==> src/rtl/cmp_pkg.sv <==
package cmp_pkg;

    localparam int OPC_W = 6;
    localparam int FN_W  = 6;

    localparam logic [OPC_W-1:0] OPC_REGREG = 6'h00;
    localparam logic [OPC_W-1:0] OPC_LTI    = 6'h0a;
    localparam logic [OPC_W-1:0] OPC_LTIU   = 6'h0b;

    localparam logic [FN_W-1:0]  FN_LT      = 6'h2a;
    localparam logic [FN_W-1:0]  FN_LTU     = 6'h2b;
    localparam logic [FN_W-1:0]  FN_MOVZ    = 6'h0a;
    localparam logic [FN_W-1:0]  FN_MOVN    = 6'h0b;

    typedef enum logic [2:0] {
        K_NONE,
        K_LT,
        K_LTU,
        K_LTI,
        K_LTIU,
        K_MOVZ,
        K_MOVN
    } op_kind_e;

endpackage

==> src/rtl/cmp_decode.sv <==
module cmp_decode
    import cmp_pkg::*;
(
    input  logic [OPC_W-1:0] opcode,
    input  logic [FN_W-1:0]  funct,
    output op_kind_e         kind,
    output logic             dest_is_rt
);

    always_comb begin
        kind       = K_NONE;
        dest_is_rt = 1'b0;
        if (opcode == OPC_REGREG) begin
            case (funct)
                FN_LT:   kind = K_LT;
                FN_LTU:  kind = K_LTU;
                FN_MOVZ: kind = K_MOVZ;
                FN_MOVN: kind = K_MOVN;
                default: kind = K_NONE;
            endcase
        end else if (opcode == OPC_LTI) begin
            kind       = K_LTI;
            dest_is_rt = 1'b1;
        end else if (opcode == OPC_LTIU) begin
            kind       = K_LTIU;
            dest_is_rt = 1'b1;
        end
    end

endmodule

==> src/rtl/cmp_lt.sv <==
module cmp_lt #(
    parameter int W = 32
) (
    input  logic [W-1:0] a,
    input  logic [W-1:0] b,
    input  logic         signed_mode,
    output logic         lt
);

    localparam logic [W-1:0] MSB_ONLY = {1'b1, {(W-1){1'b0}}};

    logic [W-1:0] flip;
    logic [W-1:0] a_biased;
    logic [W-1:0] b_biased;

    always_comb begin
        flip     = signed_mode ? MSB_ONLY : '0;
        a_biased = a ^ flip;
        b_biased = b ^ flip;
        lt       = (a_biased < b_biased);
    end

endmodule

==> src/rtl/cmp_zero.sv <==
module cmp_zero #(
    parameter int W     = 32,
    parameter int CHUNK = 8
) (
    input  logic [W-1:0] v,
    output logic         is_zero
);

    localparam int NCH  = (W + CHUNK - 1) / CHUNK;
    localparam int PADW = NCH * CHUNK;

    logic [PADW-1:0] padded;
    logic [NCH-1:0]  chunk_any;

    assign padded = PADW'(v);

    for (genvar i = 0; i < NCH; i++) begin : g_chunk
        assign chunk_any[i] = |padded[i*CHUNK +: CHUNK];
    end

    assign is_zero = ~|chunk_any;

endmodule

==> src/rtl/cmp_cmov_unit.sv <==
module cmp_cmov_unit
    import cmp_pkg::*;
#(
    parameter int DATA_W = 32,
    parameter int IMM_W  = 16,
    parameter int IDX_W  = 5
) (
    input  logic              clk,
    input  logic              rst_n,
    input  logic              issue_vld,
    input  logic [OPC_W-1:0]  opcode,
    input  logic [FN_W-1:0]   funct,
    input  logic [DATA_W-1:0] rs_val,
    input  logic [DATA_W-1:0] rt_val,
    input  logic [IMM_W-1:0]  imm,
    input  logic [IDX_W-1:0]  rt_idx,
    input  logic [IDX_W-1:0]  rd_idx,
    output logic              wr_en,
    output logic [IDX_W-1:0]  wr_idx,
    output logic [DATA_W-1:0] wr_data
);

    localparam int EXT_W = DATA_W - IMM_W;

    typedef struct packed {
        logic              we;
        logic [IDX_W-1:0]  idx;
        logic [DATA_W-1:0] data;
    } wb_t;

    wb_t st_d, st_q;

    op_kind_e          kind;
    logic              dest_is_rt;
    logic [DATA_W-1:0] imm_ext;
    logic [DATA_W-1:0] cmp_b;
    logic              signed_mode;
    logic              lt;
    logic              rt_zero;
    logic              we_raw;

    cmp_decode u_dec (
        .opcode     (opcode),
        .funct      (funct),
        .kind       (kind),
        .dest_is_rt (dest_is_rt)
    );

    assign imm_ext     = {{EXT_W{imm[IMM_W-1]}}, imm};
    assign cmp_b       = dest_is_rt ? imm_ext : rt_val;
    assign signed_mode = (kind == K_LT) || (kind == K_LTI);

    cmp_lt #(.W(DATA_W)) u_lt (
        .a           (rs_val),
        .b           (cmp_b),
        .signed_mode (signed_mode),
        .lt          (lt)
    );

    cmp_zero #(.W(DATA_W)) u_zero (
        .v       (rt_val),
        .is_zero (rt_zero)
    );

    always_comb begin
        st_d   = '0;
        we_raw = 1'b0;
        case (kind)
            K_LT, K_LTU, K_LTI, K_LTIU: begin
                we_raw    = 1'b1;
                st_d.data = DATA_W'(lt);
            end
            K_MOVZ: begin
                we_raw    = rt_zero;
                st_d.data = rs_val;
            end
            K_MOVN: begin
                we_raw    = !rt_zero;
                st_d.data = rs_val;
            end
            default: begin
                we_raw    = 1'b0;
                st_d.data = '0;
            end
        endcase
        st_d.idx = dest_is_rt ? rt_idx : rd_idx;
        st_d.we  = issue_vld && we_raw && (st_d.idx != '0);
    end

    always_ff @(posedge clk or negedge rst_n) begin
        if (!rst_n) begin
            st_q <= '0;
        end else begin
            st_q <= st_d;
        end
    end

    assign wr_en   = st_q.we;
    assign wr_idx  = st_q.idx;
    assign wr_data = st_q.data;

endmodule

==> config.mk <==
export PLATFORM = sky130hd
export DESIGN_NAME = cmp_cmov_unit
export DESIGN_NICKNAME = d
export VERILOG_FILES = /design/src/rtl/cmp_pkg.sv /design/src/rtl/cmp_decode.sv /design/src/rtl/cmp_lt.sv /design/src/rtl/cmp_zero.sv /design/src/rtl/cmp_cmov_unit.sv
export SDC_FILE = /design/constraint.sdc
export NUM_CORES = 1
export LEC_CHECK = 0
export BUFFER_PORTS_ARGS = -buffer_cell sky130_fd_sc_hd__buf_2
export CAP_MARGIN = 0
export CORE_MARGIN = 5
export CORE_UTILIZATION = 30
export CTS_CLUSTER_DIAMETER = 30
export DETAILED_ROUTE_END_ITERATION = 16
export PLACE_DENSITY_LB_ADDON = 0.05
export RECOVER_POWER = 25
export SLEW_MARGIN = 10
export SYNTH_ARGS = -nofsm -noshare
export SYNTH_HDL_FRONTEND = slang
export SYNTH_HIERARCHICAL = 1
export SYNTH_SLANG_ARGS = --single-unit
==> constraint.sdc <==
create_clock -name clk -period 0.8 [get_ports clk]
set_input_delay 0.24 -clock clk [delete_from_list [all_inputs] [get_ports clk]]
set_output_delay 0.24 -clock clk [all_outputs]
set_load 0.1 [all_outputs]
Word-level counts from Yosys, hierarchy flattened:

Index checks and enable logic that the tools add are counted.

* bitwise operators: 2
* div/mod/pow operators: 0
* reductions and logical operators: 9
* mux-type cells: 12
* $mul: 0
* eq/ne operators: 12
* add/sub/neg operators: 0
* magnitude comparators: 1
* shifts and indexed selects: 0

Operators by type and width (number)
* 2-to-1 mux 32 bit: 2
* case mux 32 bit (2 select lines): 1
* XOR 32 bit: 2
* less-than comparator 32 bit: 1
* OR reduction 32 bit: 1
* equality test 6 x 4 -> 1 bit (second input constant): 4
* equality test 6 bit (second input constant): 2
* case mux 3 bit (4 select lines): 1
* equality test 3 bit (second input constant): 3
* 2-to-1 mux 3 bit: 3
* equality test 3 x 2 -> 1 bit (second input constant): 2
* logical NOT 6 bit: 1
* 2-to-1 mux 5 bit: 1
* nonzero test 5 bit: 1
* OR reduction 4 bit: 1
* equality test 3 x 1 -> 1 bit (second input constant): 1
* 2-to-1 mux 1 bit: 3
* case mux 1 bit (3 select lines): 1
* logical AND 1 bit: 2
* OR reduction 2 bit: 1
* logical NOT 1 bit: 1
* logical OR 1 bit: 1

* bits in read-only memories: 0
* bits in latches: 0
* memories kept: 0
* register bits after elaboration: 38
* output and inout bits: 38
* logic and storage cells: 39
* memory bits (writable): 0

Depth between registers and ports, before layout:

Gate-level depths: netlist of run 1.

* word-level depth: 10
* gate-level depth with buffers: 16

By module:

The synthesis of run 1 kept the hierarchy.

Modules (own cells, without submodules)
* cmp_cmov_unit: area an instance 1721.7 um^2, times used 1, sequential area each 950.9 um^2, cells an instance 151
* cmp_lt: area an instance 794.5 um^2, times used 1, sequential area each 0.0 um^2, cells an instance 112
* cmp_zero: area an instance 72.6 um^2, times used 1, sequential area each 0.0 um^2, cells an instance 11
* cmp_decode: area an instance 70.1 um^2, times used 1, sequential area each 0.0 um^2, cells an instance 10

Least setup slack after synthesis of run 1:

No wires, ideal clock.

* path kind: input-to-reg
* from: input port opcode[5]
* to: register st_q, in the netlist wr_data[0]
* buffers on the path: 2
* arrival time: 3007 ps
* slack: -2333 ps
* required time: 674 ps
* stages: 14
* cell sequence: nor3_1 > and3_1 > buf_4 > buf_2 > mux2_1 > inv_1 > ha_1 > nand4_1 > or4_1 > o211ai_2 > a21oi_1 > mux2i_1 > nor3b_1 > a221o_1

RTL lines
* from (decl): RTL line cmp_cmov_unit.sv:11 `input logic [OPC_W-1:0] opcode,`
* to (signal assigned): RTL line cmp_cmov_unit.sv:94 `st_q <= st_d;`
* to (decl): RTL line cmp_cmov_unit.sv:31 `wb_t st_d, st_q;`

==> run_results.csv, run 1 <==
group,metric,value,unit
cells_and_area,area_delta_synth_final,88.6,%
logic_synthesis,synth_cells,284,
power_and_ir_drop,p_int,3.97,mW
grt,grt_pass1_wl,14700,um
timing,worst_pin_slew,0.321,ns
clock_tree,htree_num_levels,2,
grt,antenna_found_initial,0,
timing,fmax,0.376,GHz
job,max_cap_viol_count,0,
power_and_ir_drop,switching_power,1.48,mW
outcome,outcome,"finished with violations",
grt,overflow,0,
placement,dp_hpwl,7060,um
cells_and_area,diodes,0,
detailed_routing,postRouteWirelength,8950,um
power_and_ir_drop,power_density,1090,nW/um2
logic_synthesis,synthArstFlopShare,100,%
detailed_routing,viasPerCell,4.68,
detailed_routing,drt-pass1-iter-count,4,
grt,grt_pass1_vias,3018,
detailed_routing,vias,2749,
min_path,whs_path_depth,2,
timing,min_period,2.66,ns
timing,rsz0062_at_grt,"yes",
clock_tree,clockBufferDepth,2,
placement,portBuffers,142,
min_path,hold_start,"rt_idx[3]",
timing,worst_slack,-1.86,ns
cells_and_area,drive_gt1_share,57.2,%
timing,relSlewSlack,78.4,%
logic_synthesis,synth_edf_count,0,
power_and_ir_drop,seqPwrFrac,36.0,%
detailed_routing,drc_errors,0,
worst_setup_path,cp_data_required_time,0.99,ns
die,start_util,30.6,%
die,die_w,104,um
logic_synthesis,synth_area,2660,um2
cells_and_area,nets,614,
cells_and_area,mostFrequentLayoutCell,"buf_2",
die,die_y,104,um
detailed_routing,wire_per_inst,15.2,um
die,io_pins,143,
logic_synthesis,yosysSeqAreaShare,35.8,%
logic_synthesis,yosysWarnings,6,
clock_tree,numCtsBuffers,5,
timing,hold_violations,0,
clock_tree,cts_tree,"done",
clock_tree,cts_sinks,38,
outcome,violations,"negative setup slack",
cells_and_area,layout_common_cells,"100 x buf_2, 49 x inv_1, 41 x buf_12",
cells_and_area,fillers,798,
die,die_area,10800,um2
grt,grt_max_degree,39,
placement,post-place-ws,-2.25,ns
logic_synthesis,synth_top_cell_area_share,35.8,%
logic_synthesis,synth_area_leaders,"dfrtp_1 36%, ha_1 15%, mux2_1 7.6%, and3_1 7.5%, inv_1 7.1%",
power_and_ir_drop,leakage,2.59,nW
grt,track_usage,16.7,%
logic_synthesis,synth_ff_type,"dfrtp_1",
timing,finalSetupViolCount,76,
power_and_ir_drop,peakVddDrop,0.922,mV
detailed_routing,ant_nets,0,
worst_setup_path,start_kind,"input pin",
power_and_ir_drop,swShare,27.1,%
clock_tree,path_clk_slew,0.09,ns
worst_setup_path,endpoint_kind,"flip-flop",
timing,final_max_slew_viol_count,0,
timing,period_share,332,%
logic_synthesis,synth.avg_cell_area,9.36,um2
logic_synthesis,yosysTopAreaCell,"dfrtp_1",
detailed_routing,drt_iter0_markers,26,
power_and_ir_drop,combPwrFrac,25.6,%
die,core-area,8680,um2
worst_setup_path,cp_max_fo,9,
min_path,hold_path.class,"input pin to flip-flop",
clock_tree,cts-root-buf,"clkbuf_8",
worst_setup_path,crit_type,"input pin to flip-flop",
logic_synthesis,syn-num-nets,420,
placement,dp.cells,563,
cells_and_area,final_cells,587,
min_path,min_to,"wr_idx[3]",
logic_synthesis,ys_ff_latch,38,
placement,gp_congestion,0.812,
die,rows,34,
worst_setup_path,critPathArrivalTime,2.85,ns
power_and_ir_drop,clock_power_share,38.4,%
logic_synthesis,synth_cell_types,42,
sequential cells by signal, indices dropped and copies added (netlist names):
register / flops
wr_data: 32
wr_en: 1
wr_idx: 5
worst max-delay path, cell delays in order:
cell and delay (ns):
buf_6 0.09, nor3_4 0.18, and3_4 0.25, buf_12 0.14, mux2_4 0.29, inv_1 0.06, ha_1 0.13, nand4_1 0.15
or4_4 0.54, o211ai_2 0.19, a21oi_2 0.10, mux2i_1 0.17, nor3b_2 0.07, a221o_1 0.25
metal layers:
layer  wire length (um)  vias up  GRT usage [%]
li1                   -     1381              -
met1               3680     1274           20.2
met2               4530       85           28.7
met3                643        9           5.34
met4                 95        0           3.98
met5                  0        -              0
power groups by stage:
stage               Clock, mW  Sequential [mW]  Combinational, mW
finish                   2.09             1.96               1.40
global route             2.23             1.96               1.55
CTS                      2.16             1.96               1.37
detailed placement          0             2.01               1.30
global placement            0             2.01               1.29
floorplan                   0             2.13              0.498
how the worst max path moves through the flow:
stage,start,end,cells after the start
6_report,opcode[2],wr_data[0],14
3_3_place_gp,opcode[2],wr_data[0],15
3_5_place_dp,opcode[2],wr_data[0],15
5_1_grt,opcode[2],wr_data[0],15
4_1_cts,opcode[2],wr_data[0],14
2_1_floorplan,opcode[2],wr_data[0],14
logic make-up after synthesis:
logic type / Yosys count / synth area share [%]
XOR/XNOR: 3 / 1.27
AO/OA/AOI/OAI: 52 / 11.7
multiplexers: 22 / 9.27
buffers and inverters: 62 / 10.0
AND/OR/NAND/NOR: 76 / 17.4
flip-flops: 38 / 35.8
adder cells (fa/ha/maj): 31 / 14.6
layout make-up:
cell class	instances	area [um2]	area share, %
timing repair buffer	199	1840	36.7
multi-input combinational	184	1620	32.2
sequential	38	1090	21.8
inverter	50	188	3.74
tap	108	135	2.70
clock buffer	6	82.6	1.65
clock inverter	2	60.1	1.20
stage by stage:
step | hold slack (ns) | setup TNS [ns] | power, mW | area [um2] | utilization (%)
after global routing | 0.174 | -46.17 | 5.74 | 5010 | 57.8
final | 0.186 | -42.07 | 5.45 | 5010 | 57.8
after CTS | 0.178 | -41.34 | 5.49 | 4940 | 56.9
after global placement | 0.229 | -42.36 | 3.29 | 4570 | 52.7
after floorplan | -0.0556 | -29.33 | 2.63 | 2900 | -
after detailed placement | 0.231 | -43.08 | 3.31 | 4570 | 52.7
synthesized netlist by cell type (all sizes together) (4+ instances only):
library cell	number
o21ai	24
inv	50
and3	32
nand4	4
a21oi	13
nor4	8
mux2	21
nor2	4
dfrtp	38
ha	31
buf	8
nand2	12
clkbuf	4
what timing repair did:
item                                    in CTS  in global routing
hold endpoints to repair                    38                  0
endpoints found under the setup margin      76                 76
cloned                                       3                  0
setup buffers                               10                  4
pin swaps                                    7                 11
hold buffers                                 1                  0
gates resized for setup                     30                 15
No activity file was read; power rests on OpenSTA's default activity.
==> run 2, diff against run 1 <==
==> constraint.sdc (replaced) <==
create_clock -name clk -period 3.3 [get_ports clk]
set_input_delay 0.99 -clock clk [delete_from_list [all_inputs] [get_ports clk]]
set_output_delay 0.99 -clock clk [all_outputs]
set_load 0.1 [all_outputs]
==> run_results.csv, run 2 (synthesis results as in run 1) <==
group,metric,value,unit
outcome,outcome,"finished with violations",
outcome,violations,"max-capacitance violations, max-slew violations, negative setup slack",
cells_and_area,nets,581,
min_path,hold_path.class,"input pin to flip-flop",
timing,worst_slack,-0.183,ns
min_path,whs_path_depth,2,
min_path,hold_start,"rd_idx[0]",
worst_setup_path,cp_data_required_time,3.48,ns
power_and_ir_drop,power_density,287,nW/um2
grt,overflow,0,
placement,post-place-ws,-0.522,ns
worst_setup_path,path_cells,"buf_6 > nor3_4 > buf_6 > and3_4 > mux2_4 > inv_2 > ha_4 > nand4_1 > or4_4 > o211ai_2 > a21oi_2 > mux2i_1 > nor3b_1 > a221o_1",
clock_tree,clockBufferDepth,2,
placement,dp.cells,540,
placement,gp_congestion,0.810,
cells_and_area,ff_latch_area,951,um2
clock_tree,holdBufCountCts,0,
detailed_routing,drc_errors,0,
grt,track_usage,15.8,%
grt,antenna_found_initial,0,
timing,fmax,0.287,GHz
power_and_ir_drop,leakage,2.30,nW
worst_setup_path,crit_type,"input pin to flip-flop",
timing,fin_setup_tns,-0.183,ns
clock_tree,cts_sinks,38,
die,rows,34,
job,max_cap_viol_count,1,
die,die_area,10800,um2
cells_and_area,diodes,0,
worst_setup_path,cpMaxStageDelayCell,"or4_4",
worst_setup_path,startpoint,"opcode[4]",
worst_setup_path,crit_buf_inv,3,
clock_tree,cts_tree,"done",
grt,grt_pass1_wl,13800,um
detailed_routing,wire_per_inst,15.3,um
power_and_ir_drop,peakVddDrop,0.117,mV
cells_and_area,post-route-util,44.5,%
timing,holdWs,0.917,ns
die,core-area,8680,um2
timing,rsz0062_at_grt,"yes",
worst_setup_path,cp_common_cell,"buf_6",
detailed_routing,drt_iter0_markers,70,
cells_and_area,fillers,924,
timing,finalSetupViolCount,1,
cells_and_area,layout_common_cells,"139 x buf_2, 46 x inv_1, 38 x dfrtp_1",
worst_setup_path,critPathArrivalTime,3.66,ns
detailed_routing,postRouteWirelength,8500,um
cells_and_area,area_delta_synth_final,45.4,%
die,io_pins,143,
timing,hold_violations,0,
detailed_routing,ant_nets,0,
die,die_y,104,um
clock_tree,htree_num_levels,2,
grt,grt_pass1_vias,2832,
timing,period_share,106,%
placement,portBuffers,142,
clock_tree,path_clk_slew,0.08,ns
worst_setup_path,start_kind,"input pin",
detailed_routing,drt-pass1-iter-count,4,
power_and_ir_drop,power,1.11,mW
cells_and_area,largest_register_ffs,32,
clock_tree,numCtsBuffers,5,
timing,final_max_slew_viol_count,39,
timing,worst_pin_slew,2.19,ns
worst_setup_path,critical_path.top_delay_family,"simple AND/OR/NAND/NOR gates",
detailed_routing,viasPerCell,4.72,
min_path,min_to,"wr_idx[0]",
placement,placed_area,3640,um2
cells_and_area,mostFrequentLayoutCell,"buf_2",
grt,grt_max_degree,39,
placement,dp_hpwl,6720,um
cells_and_area,final_cells,554,
timing,min_period,3.48,ns
cells_and_area,multi_input_area,1570,um2
worst_setup_path,slowest_delay,0.55,ns
cells_and_area,drive_gt1_share,45.3,%
die,start_util,30.6,%
worst_setup_path,cp_max_fo,5,
timing,relSlewSlack,-45.9,%
detailed_routing,vias,2615,
cells_and_area,fin_area,3860,um2
clock_tree,cts-root-buf,"clkbuf_8",
die,die_w,104,um
worst_setup_path,endpoint_kind,"flip-flop",
## run 2: where the power goes
part | switching, mW | total (mW) | internal (mW)
clock network | 0.172 | 0.341 | 0.169
registers | 0.000947 | 0.470 | 0.469
logic | 0.163 | 0.298 | 0.134
total | 0.336 | 1.11 | 0.773
## run 2: cell type report
class                   count  share of cell area, %
multi-input cells         185                   40.6
inverters                  50                   4.86
clock inverters             1                  0.129
flip-flops and latches     38                   24.6
well taps                 108                   3.50
clock buffers               7                   2.23
repair buffers            165                   24.1
## run 2: worst max-delay path by stage
stage                  to  slack [ns]  cells past startpoint
2_1_floorplan  wr_data[0]       -0.26                     14
3_3_place_gp   wr_data[0]       -0.44                     14
6_report       wr_data[0]       -0.18                     14
4_1_cts        wr_data[0]       -0.21                     14
5_1_grt        wr_data[0]       -0.29                     14
3_5_place_dp   wr_data[0]       -0.52                     15
## run 2: timing repair
action	in CTS	in global routing
buffers inserted	3	2
setup endpoints to repair	1	1
gates cloned	1	0
gates resized for setup	7	11
pin swaps	8	7
hold endpoints to repair	0	0
## run 2: metal layers
| metal | vias to the layer above | track usage (%) | routed length, um |
|---|---|---|---|
| li1 | 1315 | - | - |
| met1 | 1214 | 20.4 | 3800 |
| met2 | 79 | 26.0 | 4070 |
| met3 | 7 | 4.22 | 524 |
| met4 | 0 | 3.79 | 99 |
| met5 | - | 0 | 0 |
==> run 3, diff against run 2 <==
--- a/config.mk
+++ b/config.mk
@@ -7,10 +7,12 @@
 export LEC_CHECK = 0
 export BUFFER_PORTS_ARGS = -buffer_cell sky130_fd_sc_hd__buf_2
 export CAP_MARGIN = 0
+export CORE_ASPECT_RATIO = 1.75
 export CORE_MARGIN = 5
 export CORE_UTILIZATION = 30
 export CTS_CLUSTER_DIAMETER = 30
 export DETAILED_ROUTE_END_ITERATION = 16
+export GPL_TIMING_DRIVEN = 0
 export PLACE_DENSITY_LB_ADDON = 0.05
 export RECOVER_POWER = 25
 export SLEW_MARGIN = 10
==> run_results.csv, run 3 (synthesis results as in run 1) <==
group,metric,value,unit
die,io_pins,143,
detailed_routing,vias,2618,
die,rows,45,
cells_and_area,drive_gt1_share,45.1,%
worst_setup_path,endpoint_kind,"flip-flop",
timing,min_period,3.62,ns
worst_setup_path,start_kind,"input pin",
min_path,hold_path.class,"input pin to flip-flop",
cells_and_area,largest_register_ffs,32,
outcome,outcome,"finished with violations",
power_and_ir_drop,swShare,25.3,%
clock_tree,path_clk_slew,0.06,ns
power_and_ir_drop,switching_power,0.359,mW
grt,overflow,0,
timing,finalSetupViolCount,1,
worst_setup_path,cp_max_fo,8,
timing,worst_pin_slew,2.09,ns
power_and_ir_drop,combPwrFrac,20.9,%
job,max_cap_viol_count,1,
detailed_routing,ant_nets,0,
die,die_y,135,um
detailed_routing,viasPerCell,4.62,
timing,hold_violations,0,
die,die_w,81.2,um
cells_and_area,diodes,0,
cells_and_area,area_delta_synth_final,51.6,%
grt,grt_max_degree,39,
worst_setup_path,critPathArrivalTime,3.79,ns
placement,post-place-ws,-0.814,ns
power_and_ir_drop,p_int,1.06,mW
grt,antenna_found_initial,0,
clock_tree,cts-root-buf,"clkbuf_16",
grt,grt_pass1_wl,13600,um
cells_and_area,layout_common_cells,"139 x buf_2, 46 x inv_1, 38 x dfrtp_1",
timing,fmax,0.276,GHz
die,start_util,30.7,%
timing,fin_setup_tns,-0.319,ns
grt,track_usage,16.5,%
die,core-area,8670,um2
min_path,min_to,"wr_idx[3]",
worst_setup_path,crit_type,"input pin to flip-flop",
clock_tree,holdBufCountCts,0,
cells_and_area,mostFrequentLayoutCell,"buf_2",
power_and_ir_drop,seqPwrFrac,33.3,%
power_and_ir_drop,clock_power_share,45.8,%
grt,grt_pass1_vias,2835,
timing,relSlewSlack,-39.2,%
placement,dp_hpwl,7230,um
power_and_ir_drop,peakVddDrop,0.171,mV
clock_tree,clockBufferDepth,2,
clock_tree,cts_sinks,38,
placement,portBuffers,142,
timing,holdWs,0.928,ns
power_and_ir_drop,leakage,2.35,nW
detailed_routing,postRouteWirelength,8690,um
detailed_routing,wire_per_inst,15.3,um
cells_and_area,nets,585,
clock_tree,htree_num_levels,2,
detailed_routing,drt-pass1-iter-count,4,
cells_and_area,multi_input_area,1580,um2
cells_and_area,ff_latch_area,951,um2
detailed_routing,drc_errors,0,
timing,period_share,110,%
timing,worst_slack,-0.319,ns
power_and_ir_drop,power_density,351,nW/um2
placement,gp_congestion,0.792,
min_path,whs_path_depth,2,
timing,final_max_slew_viol_count,39,
min_path,hold_start,"rt_idx[3]",
detailed_routing,drt_iter0_markers,55,
clock_tree,numCtsBuffers,5,
outcome,violations,"max-capacitance violations, max-slew violations, negative setup slack",
cells_and_area,fillers,912,
timing,rsz0062_at_grt,"yes",
clock_tree,cts_tree,"done",
worst_setup_path,cp_data_required_time,3.47,ns
die,die_area,10900,um2
==> run 3: changes by cell type in the layout (fill, tap and decap cells not counted), sizes merged <==
cell / change
clkbuf: +3
bufinv: +2
and3: -1
buf: +1
clkinv: -1
==> run 3: area by class of cell <==
class / instances / share of cell area, %
buffer: 12 / 2.73
clock buffer: 6 / 3.45
clock inverter: 2 / 1.49
inverter: 50 / 4.66
multi-input combinational: 184 / 39.3
sequential: 38 / 23.6
tap: 117 / 3.63
timing repair buffer: 158 / 21.2
==> run 3: metal layers <==
metal | global-route usage, % | routed length (um) | up-vias
li1 | - | - | 1323
met1 | 16.4 | 2990 | 1209
met2 | 32.5 | 5060 | 81
met3 | 4.07 | 554 | 5
met4 | 4.32 | 95 | 0
met5 | 0 | 0 | -
==> run 3: how the worst max path moves through the flow <==
stage | end | depth (start not counted) | slack [ns] | from
6_report | wr_data[0] | 15 | -0.32 | opcode[4]
5_1_grt | wr_data[0] | 15 | -0.44 | opcode[4]
4_1_cts | wr_data[0] | 15 | -0.36 | opcode[5]
3_5_place_dp | wr_data[0] | 17 | -0.81 | opcode[2]
3_3_place_gp | wr_data[0] | 17 | -0.81 | opcode[2]
2_1_floorplan | wr_data[0] | 14 | -0.26 | opcode[2]
==> run 3: stage by stage <==
stage	total power, mW	cells	cell area, um2	util (%)
after global routing	1.50	567	4030	46.5
after CTS	1.43	559	3910	45.1
after global placement	0.751	543	3580	41.3
after floorplan	0.630	284	2730	-
after detailed placement	0.754	543	3580	41.3
final	1.42	567	4030	46.5
==> run 3: repair_timing <==
action,CTS,global route
pin swaps,8,12
buffers inserted,8,8
gates resized for setup,12,12
endpoints found under the setup margin,1,1
==> run 3: worst max-delay path: stages <==
cell	delay (ns)
buf_6	0.10
nor3_4	0.21
and3_4	0.24
buf_8	0.12
buf_12	0.13
mux2_4	0.30
inv_2	0.06
ha_4	0.12
nand4_1	0.14
or4_4	0.55
o211ai_4	0.23
a21oi_4	0.10
mux2i_1	0.13
nor3b_1	0.06
a221o_1	0.29
==> run 3: power groups by stage <==
| stage | Combinational [mW] | Sequential [mW] | Clock, mW |
|---|---|---|---|
| after global routing | 0.336 | 0.471 | 0.691 |
| after global placement | 0.271 | 0.480 | 0 |
| after CTS | 0.290 | 0.471 | 0.668 |
| after detailed placement | 0.275 | 0.479 | 0 |
| after floorplan | 0.119 | 0.512 | 0 |
| final | 0.296 | 0.471 | 0.648 |
